--- src/rtl/dma_pkg.sv ---
package dma_pkg;

  typedef enum logic {
    DIR_TO_MEM  = 1'b0,
    DIR_TO_PERI = 1'b1
  } dma_dir_e;

  typedef enum logic {
    POLICY_STEAL = 1'b0,
    POLICY_BURST = 1'b1
  } dma_policy_e;

  localparam int unsigned IDX_W        = 2;
  localparam int unsigned IDX_FIRST    = 0;
  localparam int unsigned IDX_COUNT    = 1;
  localparam int unsigned IDX_CONTROL  = 2;

  localparam int unsigned CTL_DIR_BIT    = 0;
  localparam int unsigned CTL_POLICY_BIT = 1;
  localparam int unsigned CTL_GO_BIT     = 2;

endpackage

--- src/rtl/dma_cfg_regs.sv ---
module dma_cfg_regs
  import dma_pkg::*;
#(
  parameter int unsigned ADDR_W = 16,
  parameter int unsigned CNT_W  = 16,
  parameter int unsigned REG_W  = 16
) (
  input  logic              clk,
  input  logic              rst_n,
  input  logic              busy_i,
  input  logic              wr_en_i,
  input  logic [IDX_W-1:0]  wr_idx_i,
  input  logic [REG_W-1:0]  wr_data_i,
  output logic [ADDR_W-1:0] first_addr_o,
  output logic [CNT_W-1:0]  word_cnt_o,
  output dma_dir_e          dir_o,
  output dma_policy_e       policy_o,
  output logic              go_o
);

  logic              wr_ok;
  logic              first_en, count_en, ctl_en;
  logic [ADDR_W-1:0] first_q, first_d;
  logic [CNT_W-1:0]  count_q, count_d;
  dma_dir_e          dir_q, dir_d;
  dma_policy_e       policy_q, policy_d;

  // Writes are accepted only while idle.
  assign wr_ok    = wr_en_i && !busy_i;
  assign first_en = wr_ok && (wr_idx_i == IDX_W'(IDX_FIRST));
  assign count_en = wr_ok && (wr_idx_i == IDX_W'(IDX_COUNT));
  assign ctl_en   = wr_ok && (wr_idx_i == IDX_W'(IDX_CONTROL));

  always_comb begin
    first_d  = wr_data_i[ADDR_W-1:0];
    count_d  = wr_data_i[CNT_W-1:0];
    dir_d    = dma_dir_e'(wr_data_i[CTL_DIR_BIT]);
    policy_d = dma_policy_e'(wr_data_i[CTL_POLICY_BIT]);
  end

  always_ff @(posedge clk or negedge rst_n) begin
    if (!rst_n) begin
      first_q  <= '0;
      count_q  <= '0;
      dir_q    <= DIR_TO_MEM;
      policy_q <= POLICY_STEAL;
    end else begin
      if (first_en) first_q <= first_d;
      if (count_en) count_q <= count_d;
      if (ctl_en) begin
        dir_q    <= dir_d;
        policy_q <= policy_d;
      end
    end
  end

  assign go_o         = ctl_en && wr_data_i[CTL_GO_BIT];
  assign first_addr_o = first_q;
  assign word_cnt_o   = count_q;
  assign dir_o        = dir_q;
  assign policy_o     = policy_q;

  AST_CFG_FROZEN: assert property (@(posedge clk) disable iff (!rst_n)
    busy_i |=> ($stable(first_q) && $stable(count_q) && $stable(dir_q) && $stable(policy_q)))
    else $error("configuration changed during a transfer");

endmodule

--- src/rtl/dma_word_buf.sv ---
module dma_word_buf #(
  parameter int unsigned DATA_W = 32
) (
  input  logic              clk,
  input  logic              rst_n,
  input  logic              fill_i,
  input  logic [DATA_W-1:0] fill_data_i,
  input  logic              drain_i,
  output logic              full_o,
  output logic [DATA_W-1:0] data_o
);

  logic              full_q, full_d, full_en;
  logic [DATA_W-1:0] data_q;

  assign full_en = fill_i || drain_i;

  always_comb begin
    full_d = full_q;
    if (fill_i)       full_d = 1'b1;
    else if (drain_i) full_d = 1'b0;
  end

  always_ff @(posedge clk or negedge rst_n) begin
    if (!rst_n) begin
      full_q <= 1'b0;
      data_q <= '0;
    end else begin
      if (full_en) full_q <= full_d;
      if (fill_i)  data_q <= fill_data_i;
    end
  end

  assign full_o = full_q;
  assign data_o = data_q;

  AST_NO_OVERFLOW: assert property (@(posedge clk) disable iff (!rst_n)
    fill_i |-> !full_q) else $error("word written over a held word");

  AST_NO_UNDERFLOW: assert property (@(posedge clk) disable iff (!rst_n)
    drain_i |-> full_q) else $error("word taken from an empty holder");

endmodule

--- src/rtl/dma_bus_seq.sv ---
module dma_bus_seq
  import dma_pkg::*;
#(
  parameter int unsigned ADDR_W = 16,
  parameter int unsigned CNT_W  = 16
) (
  input  logic              clk,
  input  logic              rst_n,
  input  logic              go_i,
  input  logic [ADDR_W-1:0] first_addr_i,
  input  logic [CNT_W-1:0]  word_cnt_i,
  input  dma_dir_e          dir_i,
  input  dma_policy_e       policy_i,
  input  logic              buf_full_i,
  input  logic              peri_xfer_i,
  input  logic              bus_gnt_i,
  output logic              busy_o,
  output logic              done_o,
  output logic              done_pulse_o,
  output logic              bus_req_o,
  output logic              mem_acc_o,
  output logic [ADDR_W-1:0] mem_addr_o,
  output logic              peri_open_o
);

  logic              busy_q, busy_d, busy_en;
  logic              done_q, done_d, done_en;
  logic              pulse_q, pulse_d;
  logic              gap_q, gap_d;
  logic [ADDR_W-1:0] addr_q, addr_d;
  logic              addr_en;
  logic [CNT_W-1:0]  mem_left_q, mem_left_d;
  logic              mem_left_en;
  logic [CNT_W-1:0]  peri_left_q, peri_left_d;
  logic              peri_left_en;

  logic mem_pending, need_acc, req, acc, finish, empty_go;

  // Memory side wants the bus when the holder can take or give a word.
  assign mem_pending = busy_q && (mem_left_q != '0);
  assign need_acc    = mem_pending && ((dir_i == DIR_TO_PERI) ? !buf_full_i : buf_full_i);
  assign req         = busy_q && ((policy_i == POLICY_BURST) || (need_acc && !gap_q));
  assign acc         = req && bus_gnt_i && need_acc;
  assign finish      = busy_q && (mem_left_q == '0) && (peri_left_q == '0);
  assign empty_go    = go_i && (word_cnt_i == '0);

  always_comb begin
    busy_en = (go_i && !empty_go) || finish;
    busy_d  = !finish;

    done_en = go_i || finish;
    done_d  = finish || empty_go;

    pulse_d = finish || empty_go;

    gap_d   = acc && (policy_i == POLICY_STEAL);

    addr_en = go_i || acc;
    addr_d  = go_i ? first_addr_i : addr_q + ADDR_W'(1);

    mem_left_en = go_i || acc;
    mem_left_d  = go_i ? word_cnt_i : mem_left_q - CNT_W'(1);

    peri_left_en = go_i || peri_xfer_i;
    peri_left_d  = go_i ? word_cnt_i : peri_left_q - CNT_W'(1);
  end

  always_ff @(posedge clk or negedge rst_n) begin
    if (!rst_n) begin
      busy_q      <= 1'b0;
      done_q      <= 1'b0;
      pulse_q     <= 1'b0;
      gap_q       <= 1'b0;
      addr_q      <= '0;
      mem_left_q  <= '0;
      peri_left_q <= '0;
    end else begin
      pulse_q <= pulse_d;
      gap_q   <= gap_d;
      if (busy_en)      busy_q      <= busy_d;
      if (done_en)      done_q      <= done_d;
      if (addr_en)      addr_q      <= addr_d;
      if (mem_left_en)  mem_left_q  <= mem_left_d;
      if (peri_left_en) peri_left_q <= peri_left_d;
    end
  end

  assign busy_o       = busy_q;
  assign done_o       = done_q;
  assign done_pulse_o = pulse_q;
  assign bus_req_o    = req;
  assign mem_acc_o    = acc;
  assign mem_addr_o   = addr_q;
  assign peri_open_o  = busy_q && (peri_left_q != '0);

  AST_ADDR_STEP: assert property (@(posedge clk) disable iff (!rst_n)
    acc |=> (addr_q == $past(addr_q) + ADDR_W'(1)))
    else $error("address did not advance by one");

  AST_STEAL_GAP: assert property (@(posedge clk) disable iff (!rst_n)
    (acc && (policy_i == POLICY_STEAL)) |=> !bus_req_o)
    else $error("request not withdrawn after a stolen cycle");

  AST_BURST_HOLD: assert property (@(posedge clk) disable iff (!rst_n)
    (busy_q && (policy_i == POLICY_BURST) && !finish) |=> bus_req_o)
    else $error("burst released the bus early");

  AST_DONE_ONCE: assert property (@(posedge clk) disable iff (!rst_n)
    pulse_q |=> !pulse_q) else $error("completion strobe longer than one cycle");

  AST_DONE_STATE: assert property (@(posedge clk) disable iff (!rst_n)
    pulse_q |-> (done_q && !busy_q)) else $error("strobe without idle and done");

  AST_COUNT_ORDER: assert property (@(posedge clk) disable iff (!rst_n)
    busy_q |-> ((dir_i == DIR_TO_PERI) ? (peri_left_q >= mem_left_q)
                                       : (mem_left_q >= peri_left_q)))
    else $error("one side ran ahead of the other");

endmodule

--- src/rtl/dma_xfer_engine.sv ---
module dma_xfer_engine
  import dma_pkg::*;
#(
  parameter int unsigned ADDR_W = 16,
  parameter int unsigned CNT_W  = 16,
  parameter int unsigned DATA_W = 32,
  parameter int unsigned REG_W  = (ADDR_W > CNT_W) ? ADDR_W : CNT_W
) (
  input  logic              clk,
  input  logic              rst_n,
  input  logic              cfg_we,
  input  logic [1:0]        cfg_idx,
  input  logic [REG_W-1:0]  cfg_wdata,
  output logic              busy,
  output logic              done,
  output logic              done_pulse,
  output logic              bus_req,
  input  logic              bus_gnt,
  output logic [ADDR_W-1:0] mem_addr,
  output logic              mem_we,
  output logic              mem_re,
  output logic [DATA_W-1:0] mem_wdata,
  input  logic [DATA_W-1:0] mem_rdata,
  input  logic              per_in_valid,
  output logic              per_in_ready,
  input  logic [DATA_W-1:0] per_in_data,
  output logic              per_out_valid,
  input  logic              per_out_ready,
  output logic [DATA_W-1:0] per_out_data
);

  // Reset: asserted asynchronously, released on the clock.
  logic [1:0] rst_sync_q;
  logic       rst_ns;

  always_ff @(posedge clk or negedge rst_n) begin
    if (!rst_n) rst_sync_q <= 2'b00;
    else        rst_sync_q <= {rst_sync_q[0], 1'b1};
  end
  assign rst_ns = rst_sync_q[1];

  logic [ADDR_W-1:0] first_addr;
  logic [CNT_W-1:0]  word_cnt;
  dma_dir_e          dir;
  dma_policy_e       policy;
  logic              go;
  logic              buf_full;
  logic [DATA_W-1:0] buf_data;
  logic              mem_acc, peri_open;
  logic              to_peri, in_fire, out_fire;
  logic              buf_fill, buf_drain;
  logic [DATA_W-1:0] buf_fill_data;

  dma_cfg_regs #(
    .ADDR_W (ADDR_W),
    .CNT_W  (CNT_W),
    .REG_W  (REG_W)
  ) u_cfg (
    .clk          (clk),
    .rst_n        (rst_ns),
    .busy_i       (busy),
    .wr_en_i      (cfg_we),
    .wr_idx_i     (cfg_idx),
    .wr_data_i    (cfg_wdata),
    .first_addr_o (first_addr),
    .word_cnt_o   (word_cnt),
    .dir_o        (dir),
    .policy_o     (policy),
    .go_o         (go)
  );

  dma_bus_seq #(
    .ADDR_W (ADDR_W),
    .CNT_W  (CNT_W)
  ) u_seq (
    .clk          (clk),
    .rst_n        (rst_ns),
    .go_i         (go),
    .first_addr_i (first_addr),
    .word_cnt_i   (word_cnt),
    .dir_i        (dir),
    .policy_i     (policy),
    .buf_full_i   (buf_full),
    .peri_xfer_i  (in_fire || out_fire),
    .bus_gnt_i    (bus_gnt),
    .busy_o       (busy),
    .done_o       (done),
    .done_pulse_o (done_pulse),
    .bus_req_o    (bus_req),
    .mem_acc_o    (mem_acc),
    .mem_addr_o   (mem_addr),
    .peri_open_o  (peri_open)
  );

  dma_word_buf #(
    .DATA_W (DATA_W)
  ) u_buf (
    .clk         (clk),
    .rst_n       (rst_ns),
    .fill_i      (buf_fill),
    .fill_data_i (buf_fill_data),
    .drain_i     (buf_drain),
    .full_o      (buf_full),
    .data_o      (buf_data)
  );

  // Steering of the holding register between the two sides.
  assign to_peri       = (dir == DIR_TO_PERI);
  assign per_in_ready  = !to_peri && peri_open && !buf_full;
  assign in_fire       = per_in_valid && per_in_ready;
  assign per_out_valid = to_peri && busy && buf_full;
  assign out_fire      = per_out_valid && per_out_ready;

  assign buf_fill      = to_peri ? mem_acc   : in_fire;
  assign buf_fill_data = to_peri ? mem_rdata : per_in_data;
  assign buf_drain     = to_peri ? out_fire  : mem_acc;

  assign mem_we        = mem_acc && !to_peri;
  assign mem_re        = mem_acc && to_peri;
  assign mem_wdata     = buf_data;
  assign per_out_data  = buf_data;

  AST_GNT_DRIVE: assert property (@(posedge clk) disable iff (!rst_ns)
    (mem_we || mem_re) |-> (bus_req && bus_gnt))
    else $error("bus driven without a grant");

  AST_OUT_HOLD: assert property (@(posedge clk) disable iff (!rst_ns)
    (per_out_valid && !per_out_ready) |=> (per_out_valid && $stable(per_out_data)))
    else $error("offered word withdrawn or changed");

  AST_ONE_SIDE: assert property (@(posedge clk) disable iff (!rst_ns)
    !(per_in_ready && per_out_valid)) else $error("both peripheral sides active");

endmodule

--- config.mk ---
export PLATFORM = sky130hd
export DESIGN_NAME = dma_xfer_engine
export DESIGN_NICKNAME = d
export VERILOG_FILES = /design/src/rtl/dma_pkg.sv /design/src/rtl/dma_cfg_regs.sv /design/src/rtl/dma_word_buf.sv /design/src/rtl/dma_bus_seq.sv /design/src/rtl/dma_xfer_engine.sv
export SDC_FILE = /design/constraint.sdc
export NUM_CORES = 1
export LEC_CHECK = 0
export BUFFER_PORTS_ARGS = -buffer_cell sky130_fd_sc_hd__buf_2
export CAP_MARGIN = 20
export CORE_ASPECT_RATIO = 0.5
export CORE_MARGIN = 1
export CORE_UTILIZATION = 55
export DETAILED_ROUTE_END_ITERATION = 7
export PLACE_DENSITY = 0.88
export RECOVER_POWER = 25
export SYNTH_ARGS = -nofsm -noshare
export SYNTH_HDL_FRONTEND = slang
export SYNTH_HIERARCHICAL = 1
export SYNTH_SLANG_ARGS = --single-unit
export TNS_END_PERCENT = 20
--- constraint.sdc ---
create_clock -name clk -period 5.3 [get_ports clk]
set_input_delay 0.265 -clock clk [delete_from_list [all_inputs] [get_ports clk]]
set_output_delay 0.265 -clock clk [all_outputs]
set_load 0.05 [all_outputs]
* Yosys cells after proc, flatten, opt, wreduce, memory -nomap -nowiden
Cells that the tools add are included.
** Operators by class
- $add $sub $neg :: 3
- Equal/unequal tests :: 2
- Mux-type cells :: 9
- Bitwise logic cells :: 1
- Reductions and logical operators :: 47
** Operators with widths (count)
- zero test 16 bit :: 3
- 2-to-1 mux 16 bit :: 3
- 2-to-1 mux 32 bit :: 1
- nonzero test 16 bit :: 2
- subtractor 16 x 1 -> 16 bit, second input constant :: 2
- logical AND 1 bit :: 25
- adder 16 x 1 -> 16 bit, second input constant :: 1
- logical OR 1 bit :: 8
- zero test 1 bit :: 6
- 2-to-1 mux 1 bit :: 5
- equality test 2 x 1 -> 1 bit, second input constant :: 1
- equality test 2 bit, second input constant :: 1
- zero test 2 bit :: 1
- AND reduction 2 bit :: 1
- nonzero test 2 bit :: 1
- inverter 1 bit :: 1
** Word-level totals
- Bits in registers :: 121
- Input bits :: 88
- Output and inout port bits :: 88
- Word-level logic and storage cells :: 76

* Logic depth before layout (Yosys ltp)
Gate-level depths: netlist of run 1.
- Word-level depth :: 11
- Mapped depth :: 12
- Depth with buffers taken out :: 10

* Modules after synthesis
Netlist of run 1, hierarchy kept.
** By module, submodules not included
- dma_bus_seq :: instances 1, cells an instance 379, area an instance 3362.0 µm², seq. area each 1301.2 µm²
- dma_word_buf :: instances 1, cells an instance 71, area an instance 1377.6 µm², seq. area each 825.8 µm²
- dma_cfg_regs :: instances 1, cells an instance 75, area an instance 1326.3 µm², seq. area each 850.8 µm²
- dma_xfer_engine :: instances 1, cells an instance 80, area an instance 885.8 µm², seq. area each 50.0 µm²

* Least setup slack after synthesis of run 1
Ideal clock, no wire load.
- Kind :: register to register
- From :: reg u_seq.busy_q (netlist: u_seq/busy_o)
- To :: reg u_seq.peri_left_q[13]
- Library setup time :: 0.082 ns
- Data arrival time :: 2.965 ns
- Required time :: 5.218 ns
- Setup slack :: 2.253 ns
- Stages on the path, launching flop included :: 10
- Buffers on the path :: 2
- Period minus slack after synthesis :: 3.047 ns
- Cells stage by stage :: dfrtp_1 > clkbuf_1 > o31a_1 > nand4bb_1 > nand2_1 > or3b_2 > or4_1 > buf_2 > or4_1 > a31oi_1
** On the way
- Cells in the longest elaborated chain, start to end :: 6
- Elaborated cells on any way between the ends :: 14
- Those cells by class :: mux (1); reduce/logical (13)
** Ends and longest elaborated chain
- start, declared :: RTL line dma_bus_seq.sv:26 : logic busy_q, busy_d, busy_en;
- start signal, assigned :: RTL line dma_bus_seq.sv:80 : if (busy_en) busy_q <= busy_d;
- logical AND 1 bit :: RTL line dma_bus_seq.sv:94 : assign peri_open_o = busy_q && (peri_left_q != '0);
- via peri_open :: RTL line dma_xfer_engine.sv:49 : logic mem_acc, peri_open;
- logical AND 1 bit (2 in series) :: RTL line dma_xfer_engine.sv:109 : assign per_in_ready = !to_peri && peri_open && !buf_full;
- logical AND 1 bit :: RTL line dma_xfer_engine.sv:110 : assign in_fire = per_in_valid && per_in_ready;
- logical OR 1 bit :: RTL line dma_xfer_engine.sv:84 : .peri_xfer_i (in_fire || out_fire),
- logical OR 1 bit :: RTL line dma_bus_seq.sv:64 : peri_left_en = go_i || peri_xfer_i;
- end signal, assigned :: RTL line dma_bus_seq.sv:84 : if (peri_left_en) peri_left_q <= peri_left_d;
- end, declared :: RTL line dma_bus_seq.sv:34 : logic [CNT_W-1:0] peri_left_q, peri_left_d;
The timed path passes the listed nets, and every way through them passes these cells.
A chain may end at the register's enable or synchronous reset.

* Worst setup path after layout of run 1
- From :: reg u_seq.mem_left_q[10]
- To :: out bus_req
** On the way
- Cells in the longest elaborated chain, start to end :: 6
** Ends and longest elaborated chain
- start, declared :: RTL line dma_bus_seq.sv:32 : logic [CNT_W-1:0] mem_left_q, mem_left_d;
- start signal, assigned :: RTL line dma_bus_seq.sv:83 : if (mem_left_en) mem_left_q <= mem_left_d;
- nonzero test 16 bit :: RTL line dma_bus_seq.sv:40 : assign mem_pending = busy_q && (mem_left_q != '0);
- logical AND 1 bit :: RTL line dma_bus_seq.sv:40
- logical AND 1 bit :: RTL line dma_bus_seq.sv:41 : assign need_acc = mem_pending && ((dir_i == DIR_TO_PERI) ? !buf_full_i : buf_full_i);
- logical AND 1 bit :: RTL line dma_bus_seq.sv:42 : assign req = busy_q && ((policy_i == POLICY_BURST) || (need_acc && !gap_q));
- logical OR 1 bit :: RTL line dma_bus_seq.sv:42
- logical AND 1 bit :: RTL line dma_bus_seq.sv:42
- end, declared :: RTL line dma_xfer_engine.sv:17 : output logic bus_req,
No other way between the ends.

==> results of run 1 <==
[state kept, by name (all words and copies together) (netlist names)]
| signal | flops |
|---|---|
| rst_sync_q | 2 |
| u_cfg/policy_o | 1 |
| u_buf/full_o | 1 |
| u_seq/busy_o | 1 |
| u_seq/mem_left_q | 16 |
| u_cfg/word_cnt_o | 16 |
| u_buf/data_o | 32 |
| u_seq/mem_addr_o | 16 |
| u_seq/gap_q | 1 |
| u_seq/done_pulse_o | 1 |
| u_seq/done_o | 1 |
| u_seq/peri_left_q | 16 |
| u_cfg/first_addr_o | 16 |
| u_cfg/dir_o | 1 |
[worst max-delay path: stages (launching register included)]
cell and delay (ns):
dfrtp_1 0.43, nor4_2 0.74, and4_1 0.92, nor3_1 0.09, o21a_1 0.21, buf_2 0.21
[power breakdown]
part           total, µW  internal, µW  switching, µW
combinational       2820           998           1830
sequential          1730          1320            402
clock               1100           659            442
total               5650          2980           2670
[routing by layer]
| layer | vias to the layer above | global-route usage [%] | wire length (µm) |
|---|---|---|---|
| li1 | 2528 | - | - |
| met3 | 23 | 5.71 | 1520 |
| met2 | 293 | 46.6 | 8840 |
| met1 | 2809 | 37.7 | 7790 |
| met4 | 0 | 8.49 | 220 |
| met5 | - | 0 | 0 |
[layout make-up]
type / instances / area [µm²]
Clock buffer: 19 / 443
Clock inverter: 13 / 121
Fill cell: 893 / 3890
Inverter: 10 / 37.5
Multi-Input combinational cell: 403 / 3370
Sequential cell: 121 / 3030
Tap cell: 165 / 206
Timing Repair Buffer: 185 / 958
[synthesized netlist by cell type (3+ instances only)]
master    instances
o31a_1            9
mux2_2           42
nand2_1          12
a31o_2            4
or3_1             5
o21a_1            3
xnor2_1           8
a31oi_1          12
a21oi_1           8
and3_1            5
nor4b_1           4
and4_1            7
clkbuf_1         21
dfrtp_1         121
a21boi_0          3
o31ai_1          18
inv_1             9
a311oi_1         11
or4_1            12
nor3b_1           4
buf_1             3
nor4_1           24
buf_2             4
and2_1            4
a22oi_1           3
nor3_1           19
ha_1              5
nand4_1          20
buf_6             5
nor2b_1          10
buf_12            5
o21ai_0           5
buf_4            32
nand2b_1         14
nand3_1          17
nor2_1           28
mux2_4           58
[stage by stage]
step,total power [µW],util (%),area (µm²)
after floorplan,4130,-,6950
after global placement,4430,62.8,7570
after detailed placement,4530,62.9,7580
after CTS,5660,67.7,8160
after global routing,5920,67.7,8160
final,5650,67.7,8160
[worst paths after layout]
check,startpoint,to,slack [ns],depth (start not counted)
min,cfg_wdata[11],u_cfg/word_cnt_o[11]$_DFFE_PN0P_,0.10,2
min reg2reg,rst_sync_q[0]$_DFF_PN0_,rst_sync_q[1]$_DFF_PN0_,0.35,0
max,u_seq/mem_left_q[10]$_DFFE_PN0P_,bus_req,2.04,5
max in group asynchronous,rst_sync_q[1]$_DFF_PN0_,u_cfg/dir_o$_DFFE_PN0P_,2.22,1
max reg2reg,u_seq/peri_left_q[2]$_DFFE_PN0P_,u_seq/peri_left_q[13]$_DFFE_PN0P_,2.07,9
min in group asynchronous,rst_n,rst_sync_q[0]$_DFF_PN0_,0.18,2
[cell families (layout without fill, tap and decap cells)]
logic type | count (synthesis) | after routing
XOR/XNOR | 10 | 10
multiplexers | 101 | 101
flip-flops | 121 | 121
AND/OR/NAND/NOR | 197 | 197
other | 1 | 1
adder cells (fa/ha/maj) | 5 | 5
AO/OA/AOI/OAI | 89 | 89
buffers and inverters | 81 | 227
==> flow_metrics.tcl, run 1 <==
set metrics [dict create \
    status "finished, violations left" \
    failed_checks "capacitance limit, slew limit" \
    hold_class "input pin to register" \
    core_area_um2 12100 \
    grt_max_degree 73 \
    cts.sinks 121 \
    drive_gt1_share_pct 42.7 \
    crit_type "register to primary output" \
    wl_per_cell_um 20.1 \
    cts_root_buf "clkbuf_16" \
    ys_warn_count 6 \
    dp_hpwl_mm 12.6 \
    slew_violations 73 \
    stdcell_count 916 \
    synth-xor-area-share_pct 1.26 \
    cp_max_fo 23 \
    power.density_nw_per_um2 692 \
    antenna_found_initial 0 \
    cts_resized 0 \
    areaGrowthSynthToFinish_pct 17.4 \
    fin_crit_ns 3.26 \
    ys.flop_type "dfrtp_1" \
    power.leakage_uw 0.00360 \
    postCtsSetupBuffers 0 \
    grt-ovfl-total 0 \
    yosysSeqAreaShare_pct 43.6 \
    clock.fmax_mhz 307 \
    cts_tree "done" \
    chipHeight_um 81.5 \
    grt_first_pass_wirelength_mm 28.5 \
    ys_ff_latch 121 \
    rsz0062_at_grt "false" \
    cts_buffer_depth 2 \
    synthAdderAreaFrac_pct 0.900 \
    max-cap-violations 1 \
    synth_area_per_cell_um2 11.5 \
    gp_congestion 0.924 \
    io_pins 176 \
    muxShareOfSynthArea_pct 19.5 \
    synth_edf_count 0 \
    worst_pin_slew_ns 2.90 \
    worst_slack_ns 2.04 \
    die_area_um2 13100 \
    min_period_over_period_pct 61.6 \
    fin_skew_ns 0.00995 \
    critPathArrivalTime_ns 3.00 \
    place_inst 882 \
    port_buffers 175 \
    vdd_drop_max_mv 0.470 \
    die_x_um 161 \
    num_rows 28 \
    required_ns 5.04 \
    n_antenna_cell 0 \
    hold_violations 0 \
    drtIter0Drc 646 \
    synth_cells 605 \
    wl_mm 18.4 \
    start_util_pct 57.7 \
    whs_ns 0.102 \
    insertion_delay_ns 0.41 \
    final_common_cell "buf_2" \
    async_flop_share_pct 100 \
    synth_top_family_by_area "multiplexers" \
    setup_viol 0 \
    first_global_vias 5437 \
    synth_cell_types 59 \
    track_usage_pct 28.1 \
    final_cell_mix "buf_2 (166), dfrtp_1 (120), mux2_4 (58)" \
    max_slew_margin_pct -93.3 \
    synth_top_cell_area_share_pct 43.6 \
    antenna_left 0 \
    dp_slack_ns 1.91 \
    cp-start-kind "register" \
    finalSetupTns_ns 0 \
    clk_pin_slew_ns 0.06 \
    synth_area_leaders "dfrtp_1 (44%), mux2_4 (13%), mux2_2 (6.8%)" \
    drt-vias-per-instance 6.17 \
    synth_area_um2 6950 \
    yosys.area_share.simple_pct 17.1 \
    h-tree-depth 4 \
    yosys.area.top_type "dfrtp_1" \
    final_nets 831 \
    drt_pre_antenna_iters 6 \
    drc 0 \
    synth_compound_area_share_pct 9.58 \
    end_kind "primary output" \
    numCtsBuffers 17 \
    num_vias 5653 \
    cts_hold_buf 1 \
    syn_nets 698 \
]
(Power assumes the default switching activity.)
==> run 2: changes to the inputs <==
--- a/config.mk
+++ b/config.mk
@@ -9,9 +9,9 @@
 export CAP_MARGIN = 20
 export CORE_ASPECT_RATIO = 0.5
 export CORE_MARGIN = 1
-export CORE_UTILIZATION = 55
+export CORE_UTILIZATION = 54
 export DETAILED_ROUTE_END_ITERATION = 7
-export PLACE_DENSITY = 0.88
+export PLACE_DENSITY = 0.87
 export RECOVER_POWER = 25
 export SYNTH_ARGS = -nofsm -noshare
 export SYNTH_HDL_FRONTEND = slang
==> constraint.sdc (replaced) <==
create_clock -name clk -period 3.25 [get_ports clk]
set_input_delay 0.1625 -clock clk [delete_from_list [all_inputs] [get_ports clk]]
set_output_delay 0.1625 -clock clk [all_outputs]
set_load 0.05 [all_outputs]
==> run 2 against run 1 <==
Against the previous run: the flow still finishes with violations (capacitance limit, slew limit); combinational power up 63%; highest routed layer unchanged; cell count up 0.98%; largest power group unchanged; register-to-register slack worse by 1.9 ns; worst hold slack worse by 0.095 ns; largest cell class unchanged; first-iteration DRC count down 13%; cell area up 0.90%; critical endpoint is now u_seq/peri_left_q[13]$_DFFE_PN0P_.
==> flow_metrics.tcl, run 2 (synthesis results as in run 1) <==
set metrics [dict create \
    cts_root_buf "clkbuf_16" \
    holdPathEnd "u_cfg/first_addr_o[5]$_DFFE_PN0P_" \
    dp_hpwl_mm 13.0 \
    status "finished, violations left" \
    core_area_um2 12200 \
    finalSetupTns_ns 0 \
    failed_checks "capacitance limit, slew limit" \
    hold_start "cfg_wdata[5]" \
    hold_class "input pin to register" \
    rr_worst_depth 9 \
    max-cap-violations 1 \
    drt_pre_antenna_iters 6 \
    final_nets 840 \
    h-tree-depth 4 \
    final_cell_mix "buf_2 (152), dfrtp_1 (120), mux2_4 (58)" \
    cp_slowest_cell "or3b_2" \
    cp-start-kind "register" \
    stdcell_count 925 \
    io_pins 176 \
    worst_pin_slew_ns 2.44 \
    num_vias 5756 \
    port_buffers 175 \
    num_rows 28 \
    wl_per_cell_um 20.5 \
    crit_type "register to register" \
    cpMostUsedCell "or3_1" \
    gp_congestion 0.878 \
    numCtsBuffers 17 \
    drc 0 \
    start_util_pct 57.0 \
    power.leakage_uw 0.00363 \
    track_usage_pct 28.1 \
    min_period_over_period_pct 94.8 \
    dp_slack_ns 0.124 \
    first_global_vias 5479 \
    required_ns 3.58 \
    chipHeight_um 82.2 \
    largest_reg_flops 32 \
    r2r_slack_ns 0.17 \
    drt-vias-per-instance 6.22 \
    wl_mm 18.9 \
    cts_buffer_depth 2 \
    antenna_left 0 \
    clock.fmax_mhz 324 \
    timing.rr.end "u_seq/peri_left_q[13]$_DFFE_PN0P_" \
    grt_first_pass_wirelength_mm 28.7 \
    power.density_nw_per_um2 1130 \
    slew_violations 61 \
    whs_path_depth 2 \
    n_antenna_cell 0 \
    critPathArrivalTime_ns 3.42 \
    grt-ovfl-total 0 \
    insertion_delay_ns 0.42 \
    antenna_found_initial 0 \
    vdd_drop_max_mv 0.956 \
    max_slew_margin_pct -62.5 \
    place_inst 890 \
    cts_tree "done" \
    drive_gt1_share_pct 41.6 \
    end_kind "register" \
    rsz0062_at_grt "false" \
    cts.sinks 121 \
    areaGrowthSynthToFinish_pct 18.5 \
    die_area_um2 13400 \
    post-route-util_pct 67.6 \
    fin_skew_ns 0.0113 \
    die_x_um 162 \
    r2r-start "u_seq/peri_left_q[2]$_DFFE_PN0P_" \
    setup_viol 0 \
    fin_crit_ns 3.08 \
    drtIter0Drc 564 \
    clk_pin_slew_ns 0.06 \
    max_stage_delay_ns 0.52 \
    worst_slack_ns 0.168 \
    hold_violations 0 \
    cp_cell_sequence "or3_1, or3_1, o31a_1, nand4bb_1, nand2_1, or3b_2, or4_4, or4_1, a31oi_1" \
    grt_max_degree 68 \
    final_common_cell "buf_2" \
    cp_max_fo 7 \
]
run 2: routing by layer:
| layer | GRT usage (%) | wire length (µm) | vias up |
|---|---|---|---|
| met4 | 10.8 | 337 | 0 |
| li1 | - | - | 2559 |
| met3 | 6.59 | 1600 | 37 |
| met5 | 0 | 0 | - |
| met1 | 36.2 | 7750 | 2844 |
| met2 | 46.7 | 9250 | 316 |
run 2: how the worst max path moves through the flow:
stage,startpoint,to,cells after the start
after floorplan,u_seq/busy_o$_DFFE_PN0P_,u_seq/peri_left_q[13]$_DFFE_PN0P_,9
after global placement,u_seq/peri_left_q[2]$_DFFE_PN0P_,u_seq/peri_left_q[13]$_DFFE_PN0P_,9
after detailed placement,u_seq/peri_left_q[2]$_DFFE_PN0P_,u_seq/peri_left_q[13]$_DFFE_PN0P_,9
after CTS,u_seq/peri_left_q[2]$_DFFE_PN0P_,u_seq/peri_left_q[13]$_DFFE_PN0P_,9
after global routing,u_seq/peri_left_q[2]$_DFFE_PN0P_,u_seq/peri_left_q[13]$_DFFE_PN0P_,9
final,u_seq/peri_left_q[2]$_DFFE_PN0P_,u_seq/peri_left_q[13]$_DFFE_PN0P_,9
run 2: layout make-up:
class                           count  area (µm²)
Multi-Input combinational cell    403        3370
Fill cell                         894        3950
Tap cell                          165         206
Clock buffer                       19         453
Timing Repair Buffer              194         997
Sequential cell                   121        3030
Clock inverter                     13         143
Inverter                           10        37.5
run 2: timing repair:
action                                 CTS  global route
setup buffers                            0             0
endpoints found under the hold margin    6             0
hold buffers                             3             0
setup endpoints to repair                0             1
resized for setup                        0             1
run 2: critical path: cells and delay by family, from the launching register on:
| kind | cells | cell delay [ns] |
|---|---|---|
| AOI/OAI and AO/OA | 2 | 0.35 |
| DFF | 1 | 0.39 |
| and+or+nand+nor | 7 | 2.28 |
run 2: power by group:
group / switching, µW / internal, µW / leakage, µW
Combinational: 2990 / 1600 / 0.00192
Clock: 725 / 1180 / 0.000290
Sequential: 675 / 2160 / 0.00142
Total: 4390 / 4940 / 0.00363
run 2: through the flow:
stage,instance area [µm²],hold slack [ns],total power [µW]
after floorplan,6950,-0.133,6730
after global placement,7640,-0.0528,7230
after detailed placement,7640,-0.0420,7390
after CTS,8270,0.000721,9340
after global routing,8240,0.00671,9720
final,8240,0.00726,9330
